`src/rtl/rt_pkg.sv`:
```
package rt_pkg;
  typedef enum logic [1:0] {
    WS_IDLE = 2'd0,
    WS_WALK = 2'd1,
    WS_DONE = 2'd2
  } walk_state_e;
endpackage

```
`src/rtl/rt_seg_table.sv`:
```
module rt_seg_table #(
  parameter int MAX_SEG = 20,
  parameter int AW      = 32,
  parameter int LW      = 20,
  parameter int IW      = 5,
  parameter int RW      = 25
) (
  input  logic          clk,
  input  logic          rst_n,
  input  logic          we,
  input  logic [IW-1:0] widx,
  input  logic [AW-1:0] waddr,
  input  logic [LW-1:0] wlen,
  input  logic [IW-1:0] ridx,
  output logic [AW-1:0] raddr,
  output logic [LW-1:0] rlen,
  output logic [AW-1:0] base_addr,
  input  logic [IW-1:0] tot_n,
  output logic [RW-1:0] tot_sum,
  input  logic [IW-1:0] bat_lo,
  input  logic [IW-1:0] bat_hi,
  output logic [RW-1:0] bat_sum
);
  logic [AW-1:0] addr_q [MAX_SEG];
  logic [LW-1:0] len_q  [MAX_SEG];
  logic [RW-1:0] tot_acc [MAX_SEG+1];
  logic [RW-1:0] bat_acc [MAX_SEG+1];

  assign tot_acc[0] = '0;
  assign bat_acc[0] = '0;

  for (genvar g = 0; g < MAX_SEG; g++) begin : g_ent
    logic in_tot;
    logic in_bat;

    always_ff @(posedge clk) begin
      if (!rst_n) begin
        addr_q[g] <= '0;
        len_q[g]  <= '0;
      end else if (we && widx == IW'(g)) begin
        addr_q[g] <= waddr;
        len_q[g]  <= wlen;
      end
    end

    assign in_tot = IW'(g) < tot_n;
    assign in_bat = (IW'(g) >= bat_lo) && (IW'(g) < bat_hi);
    assign tot_acc[g+1] = tot_acc[g] + (in_tot ? RW'(len_q[g]) : '0);
    assign bat_acc[g+1] = bat_acc[g] + (in_bat ? RW'(len_q[g]) : '0);
  end

  assign tot_sum   = tot_acc[MAX_SEG];
  assign bat_sum   = bat_acc[MAX_SEG];
  assign base_addr = addr_q[0];

  always_comb begin
    raddr = '0;
    rlen  = '0;
    for (int i = 0; i < MAX_SEG; i++) begin
      if (ridx == IW'(i)) begin
        raddr = addr_q[i];
        rlen  = len_q[i];
      end
    end
  end
endmodule

```
`src/rtl/rt_acct.sv`:
```
module rt_acct #(
  parameter int MAX_SEG = 20,
  parameter int LW      = 20,
  parameter int IW      = 5,
  parameter int RW      = 25
) (
  input  logic          clk,
  input  logic          rst_n,
  input  logic          arm,
  input  logic [IW-1:0] arm_nseg,
  input  logic          arm_cyc,
  input  logic [RW-1:0] arm_total,
  input  logic          prog,
  input  logic [IW-1:0] prog_cnt,
  input  logic [RW-1:0] bat_sum,
  input  logic          mid,
  input  logic          fin,
  input  logic          step,
  input  logic [LW-1:0] step_len,
  output logic          cyc,
  output logic [IW-1:0] proc,
  output logic [IW-1:0] prog_hi,
  output logic [IW-1:0] acct,
  output logic [RW-1:0] resid,
  output logic [RW-1:0] stat
);
  localparam logic [IW:0] MAXW = (IW+1)'(MAX_SEG);

  logic [IW-1:0] nseg_q;
  logic [RW-1:0] batch_q;
  logic [IW:0]   hi_raw;
  logic [IW-1:0] nseg_in;
  logic [RW-1:0] resid_mid;

  assign nseg_in   = ({1'b0, arm_nseg} > MAXW) ? IW'(MAX_SEG) : arm_nseg;
  assign hi_raw    = {1'b0, proc} + {1'b0, prog_cnt};
  assign prog_hi   = (hi_raw > {1'b0, nseg_q}) ? nseg_q : hi_raw[IW-1:0];
  assign resid_mid = resid - batch_q;

  always_ff @(posedge clk) begin
    if (!rst_n) begin
      cyc     <= 1'b0;
      nseg_q  <= '0;
      proc    <= '0;
      acct    <= '0;
      resid   <= '0;
      stat    <= '0;
      batch_q <= '0;
    end else if (arm) begin
      cyc     <= arm_cyc;
      nseg_q  <= nseg_in;
      proc    <= '0;
      acct    <= '0;
      resid   <= arm_total;
      stat    <= arm_total;
      batch_q <= '0;
    end else begin
      if (prog && !cyc) begin
        proc    <= prog_hi;
        batch_q <= bat_sum;
      end
      if (fin && !cyc) begin
        resid <= '0;
        stat  <= '0;
        acct  <= proc;
      end else if (mid && !cyc) begin
        resid <= resid_mid;
        stat  <= resid_mid;
        acct  <= proc;
      end else if (step) begin
        stat <= stat - RW'(step_len);
        acct <= acct + IW'(1);
      end
    end
  end
endmodule

```
`src/rtl/rt_walker.sv`:
```
module rt_walker
  import rt_pkg::*;
#(
  parameter int AW = 32,
  parameter int LW = 20,
  parameter int IW = 5,
  parameter int RW = 25
) (
  input  logic          clk,
  input  logic          rst_n,
  input  logic          q_valid,
  output logic          q_ready,
  input  logic [AW-1:0] live_pos,
  input  logic          cyc,
  input  logic [IW-1:0] acct,
  input  logic [IW-1:0] proc,
  input  logic [RW-1:0] stat,
  input  logic [RW-1:0] resid,
  input  logic [AW-1:0] seg_addr,
  input  logic [LW-1:0] seg_len,
  input  logic [AW-1:0] base_addr,
  output logic          step,
  output logic [LW-1:0] step_len,
  output logic          res_valid,
  input  logic          res_ready,
  output logic [RW-1:0] res_bytes
);
  walk_state_e   st_q;
  logic [AW-1:0] pos_q;
  logic [AW:0]   end_ext;
  logic          hit;
  logic          at_end;
  logic [RW-1:0] off;
  logic [RW-1:0] ring_off;

  assign end_ext  = {1'b0, seg_addr} + (AW+1)'(seg_len);
  assign hit      = ({1'b0, pos_q} >= {1'b0, seg_addr}) && ({1'b0, pos_q} < end_ext);
  assign at_end   = (acct == proc);
  assign off      = RW'(pos_q - seg_addr);
  assign ring_off = RW'(live_pos - base_addr);

  assign q_ready   = (st_q == WS_IDLE);
  assign res_valid = (st_q == WS_DONE);
  assign step      = (st_q == WS_WALK) && !at_end && !hit;
  assign step_len  = seg_len;

  always_ff @(posedge clk) begin
    if (!rst_n) begin
      st_q      <= WS_IDLE;
      pos_q     <= '0;
      res_bytes <= '0;
    end else begin
      unique case (st_q)
        WS_IDLE: if (q_valid) begin
          if (cyc) begin
            res_bytes <= resid - ring_off;
            st_q      <= WS_DONE;
          end else begin
            pos_q <= live_pos;
            st_q  <= WS_WALK;
          end
        end
        WS_WALK: begin
          if (at_end) begin
            res_bytes <= stat;
            st_q      <= WS_DONE;
          end else if (hit) begin
            res_bytes <= stat - off;
            st_q      <= WS_DONE;
          end
        end
        WS_DONE: if (res_ready) st_q <= WS_IDLE;
        default: st_q <= WS_IDLE;
      endcase
    end
  end
endmodule

```
`src/rtl/transfer_residue_tracker.sv`:
```
module transfer_residue_tracker #(
  parameter int MAX_SEG = 20,
  parameter int AW      = 32,
  parameter int LW      = 20,
  localparam int IW     = $clog2(MAX_SEG + 1),
  localparam int RW     = LW + $clog2(MAX_SEG)
) (
  input  logic          clk,
  input  logic          rst_n,
  input  logic          seg_we,
  input  logic [IW-1:0] seg_idx,
  input  logic [AW-1:0] seg_addr,
  input  logic [LW-1:0] seg_len,
  input  logic          arm,
  input  logic [IW-1:0] arm_nseg,
  input  logic          arm_cyclic,
  input  logic          prog,
  input  logic [IW-1:0] prog_cnt,
  input  logic          mid_done,
  input  logic          fin_done,
  input  logic [AW-1:0] live_pos,
  input  logic          q_valid,
  output logic          q_ready,
  output logic          res_valid,
  input  logic          res_ready,
  output logic [RW-1:0] res_bytes
);
  logic [AW-1:0] rd_addr;
  logic [LW-1:0] rd_len;
  logic [AW-1:0] base_addr;
  logic [RW-1:0] tot_sum;
  logic [RW-1:0] bat_sum;
  logic          cyc_w;
  logic [IW-1:0] proc_w;
  logic [IW-1:0] prog_hi_w;
  logic [IW-1:0] acct_w;
  logic [RW-1:0] resid_w;
  logic [RW-1:0] stat_w;
  logic          step_w;
  logic [LW-1:0] step_len_w;

  rt_seg_table #(.MAX_SEG(MAX_SEG), .AW(AW), .LW(LW), .IW(IW), .RW(RW)) u_tbl (
    .clk(clk), .rst_n(rst_n),
    .we(seg_we), .widx(seg_idx), .waddr(seg_addr), .wlen(seg_len),
    .ridx(acct_w), .raddr(rd_addr), .rlen(rd_len), .base_addr(base_addr),
    .tot_n(arm_nseg), .tot_sum(tot_sum),
    .bat_lo(proc_w), .bat_hi(prog_hi_w), .bat_sum(bat_sum)
  );

  rt_acct #(.MAX_SEG(MAX_SEG), .LW(LW), .IW(IW), .RW(RW)) u_acct (
    .clk(clk), .rst_n(rst_n),
    .arm(arm), .arm_nseg(arm_nseg), .arm_cyc(arm_cyclic), .arm_total(tot_sum),
    .prog(prog), .prog_cnt(prog_cnt), .bat_sum(bat_sum),
    .mid(mid_done), .fin(fin_done),
    .step(step_w), .step_len(step_len_w),
    .cyc(cyc_w), .proc(proc_w), .prog_hi(prog_hi_w), .acct(acct_w),
    .resid(resid_w), .stat(stat_w)
  );

  rt_walker #(.AW(AW), .LW(LW), .IW(IW), .RW(RW)) u_walk (
    .clk(clk), .rst_n(rst_n),
    .q_valid(q_valid), .q_ready(q_ready), .live_pos(live_pos),
    .cyc(cyc_w), .acct(acct_w), .proc(proc_w), .stat(stat_w), .resid(resid_w),
    .seg_addr(rd_addr), .seg_len(rd_len), .base_addr(base_addr),
    .step(step_w), .step_len(step_len_w),
    .res_valid(res_valid), .res_ready(res_ready), .res_bytes(res_bytes)
  );
endmodule

```
`config.mk`:
```
export PLATFORM = sky130hd
export DESIGN_NAME = transfer_residue_tracker
export DESIGN_NICKNAME = d
export VERILOG_FILES = /design/src/rtl/rt_pkg.sv /design/src/rtl/rt_seg_table.sv /design/src/rtl/rt_acct.sv /design/src/rtl/rt_walker.sv /design/src/rtl/transfer_residue_tracker.sv
export SDC_FILE = /design/constraint.sdc
export NUM_CORES = 2
export LEC_CHECK = 0
export ABC_AREA = 0
export BUFFER_PORTS_ARGS = -buffer_cell sky130_fd_sc_hd__buf_2
export CAP_MARGIN = 30
export CORE_UTILIZATION = 40
export CTS_BUF_LIST = sky130_fd_sc_hd__clkbuf_8
export CTS_CLUSTER_SIZE = 30
export DETAILED_ROUTE_END_ITERATION = 12
export SKIP_LAST_GASP = 1
export SLEW_MARGIN = 40
export SYNTH_ARGS = -nofsm -noshare
export SYNTH_HDL_FRONTEND = slang
export SYNTH_SLANG_ARGS = --single-unit
```
`constraint.sdc`:
```
create_clock -name clk -period 17.6 [get_ports clk]
set_clock_uncertainty 0.05 [all_clocks]
set_input_delay 0.88 -clock clk [delete_from_list [all_inputs] [get_ports clk]]
set_output_delay 0.88 -clock clk [all_outputs]
set_load 0.005 [all_outputs]
```
==> impl_metrics.py <==
metrics = {
    "synth": {
        "synthCells": 8527,
        "synthFlopType": "edfxtp_1",
        "synth_compound_area_share_pct": 13.1,
        "synth.most_common_cell": "and2_1",
        "yosysTopAreaCell": "edfxtp_1",
        "synthXorXnorAreaFrac_pct": 1.49,
        "synth_nets": 9695,
        "synth.avg_cell_area_um2": 10.2,
        "synth_edf_count": 1040,
        "synthArstFlopShare_pct": 0,
        "seq_area_frac_synth_pct": 39.4,
        "synthAdderAreaFrac_pct": 21.8,
        "synthMuxAreaShare_pct": 0.223,
        "yosys_register_bits": 1190,
        "synth_top_family_by_area": "adder cells",
        "yosys.area_share.simple_pct": 17.4,
        "synth_cell_types": 105,
        "synthTopCellsByArea": "edfxtp_1 36%, fa_1 17%, and2_1 8.6%",
        "syn_area_um2": 87000,
        "yosysTopAreaCellShare_pct": 35.9,
        "synth_common_cells": "1191 x and2_1, 1040 x edfxtp_1, 943 x nand2_1, 933 x inv_1, 760 x fa_1",
        "synth_warnings": 0,
    },
    "floorplanning": {
        "fp.dieW_um": 468,
        "rows": 170,
        "die_h_um": 468,
        "die_area_um2": 219000,
        "ios": 136,
        "core_um2": 215000,
        "start_util_pct": 40.4,
    },
    "final_layout": {
        "fill_cells": 20500,
        "syn_to_final_growth_pct": 10.1,
        "nNetsFinal": 9680,
        "multi_input_area_um2": 47700,
        "post-route-util_pct": 44.5,
        "ff_latch_area_um2": 34200,
        "drive_gt1_share_pct": 9.16,
    },
    "route": {
        "firstDrtPassIters": 7,
        "ant_nets": 0,
        "drc": 0,
        "routed_via_density": 5.94,
        "wl_mm": 358,
        "drtIter0Drc": 9791,
        "routed-via-count": 68600,
        "wl_per_cell_um": 31.0,
    },
    "placed_design": {
        "routabilityCongestion": 0.991,
        "hpwlAfterDp_mm": 258,
        "placement.io_buffers": 135,
    },
    "clock_network": {
        "cts_made_buffers": 219,
        "path_clk_slew_ns": 0.06,
        "post-cts-setup-buffers": 0,
        "worstSkewPairLatency_ns": 1.06,
        "cts_tree": "built",
        "root_buffer": "clkbuf_8",
        "clock_sinks": 1190,
        "clk_path_buf_depth": 3,
        "h-tree-depth": 4,
    },
    "setup_path": {
        "crit_fanout": 20,
        "path_buf_inv": 5,
        "critical_path_class": "reg -> reg",
        "path_common_cell": "fa_1",
        "crit_family": "adder cells",
        "worstPathArrival_ns": 12.69,
        "crit_path_start_kind": "register",
        "cpPeakStageDelay_ns": 0.88,
        "rrSetupSlack_ns": 5.82,
        "slowest_stage": "dfxtp_1",
        "worstPathRequired_ns": 18.51,
        "cp-end-kind": "register",
    },
    "grt": {
        "grt-ovfl-total": 0,
        "grt_pass1_vias": 67100,
        "antenna_found_initial": 40,
        "grt_max_degree": 55,
        "grt_pass1_wl_mm": 504,
        "grt_use_total_pct": 32.5,
    },
    "timing": {
        "fmax_ghz": 0.0849,
        "setup_viol": 0,
        "min_period_over_period_pct": 66.9,
        "relSlewSlack_pct": 34.9,
        "drv_slew": 0,
        "period_needed_ns": 11.78,
        "fin_hold_ws_ns": 0.0952,
        "fin_setup_tns_ns": 0,
        "grt_setup_unrepaired": "false",
        "worstMarginPinSlew_ns": 0.964,
        "hold_violations": 0,
    },
    "flow_run": {
        "maxCapViolCount": 0,
    },
    "worst_hold_path": {
        "min_path_type": "in -> reg",
    },
    "status": {
        "outcome": "complete, no violations",
    },
}
kinds of logic (layout without fill, tap and decap cells):
group,Yosys count,in the layout
XOR/XNOR,148,148
adder cells (fa/ha/maj),1059,1059
flip-flops,1190,1190
AND/OR/NAND/NOR,2907,2907
buffers and inverters,1514,1690
AO/OA/AOI/OAI,1690,1690
multiplexers,19,19
other,0,13
worst reg2reg max path: cells and delay by family, from the launching register on:
family | cells | cell delay, ns
buffers and inverters | 5 | 0.48
adder cells (fa/ha/maj) | 10 | 4.38
multiplexers | 1 | 0.48
AND/OR/NAND/NOR | 6 | 1.32
XOR/XNOR | 1 | 0.19
flip-flops | 1 | 0.88
AO/OA/AOI/OAI | 15 | 3.91
flip-flops by register name, indices dropped and copies added, names as in the netlist:
signal            count
u_acct.batch_q       25
u_acct.stat          25
u_acct.nseg_q         5
u_walk.res_bytes     25
u_walk.st_q           2
u_acct.cyc            1
u_acct.resid         25
u_acct.acct           5
u_tbl.addr_q        640
u_tbl.len_q         400
u_acct.proc           5
u_walk.pos_q         32
layer usage:
metal | global-route usage, % | vias to the layer above | share of wire, %
li1 | - | 28800 | -
met1 | 44.6 | 34700 | 41
met2 | 47.7 | 4295 | 42
met3 | 9.14 | 782 | 12
met4 | 13.9 | 36 | 4.7
met5 | 0 | - | 0.065
layout by cell type, fill, tap and decap left out, types with 64 or more instances in the layout:
cell,netlist,final
nor3_1,68,64
buf_2,47,135
dfxtp_1,150,147
fa_1,760,760
a21oi_1,424,421
clkbuf_8,0,227
o21a_1,75,75
xnor2_1,89,87
nor2_1,316,290
inv_1,933,1004
nand2_1,943,939
a22oi_1,106,106
and2_1,1191,1191
buf_4,7,158
o211ai_1,85,85
o21ai_0,305,279
edfxtp_1,1040,1040
a211oi_1,92,88
nor2b_1,111,107
ha_1,299,295
metrics by stage:
stage                     instance area (um2)  worst slack (ns)  cells
after detailed placement                91200              5.59  11100
after CTS                               95600              5.87  11500
final                                   95800              5.82  11600
after floorplan                         87000              7.20   8527
after global routing                    95700              5.29  11500
after global placement                  90900              5.63  11100
timing repair:
item,4_1_cts,5_1_grt
gates resized for setup,0,0
hold buffers,19,0
endpoints found under the setup margin,0,0
hold endpoints to repair,19,0
cell type report:
cell class              instances  area share, %
diodes                         13         0.0340
clock buffers                 227           3.26
clock inverters               185           1.12
inverters                     935           3.67
multi-input cells            5823           49.8
flip-flops and latches       1190           35.8
well taps                    2838           3.71
repair buffers                343           2.63
final timing paths:
| check | startpoint | to | depth (start not counted) |
|---|---|---|---|
| hold / removal | live_pos[18] | u_walk.pos_q[18] | 3 |
| setup / recovery | u_acct.proc[1] | u_acct.batch_q[20] | 38 |
| setup reg to reg | u_acct.proc[1] | u_acct.batch_q[20] | 38 |
| hold reg to reg | u_acct.batch_q[13] | u_acct.batch_q[13] | 2 |
Power is not shown: default switching activity piles up to over one toggle a cycle in this logic, so the estimate is an artifact.
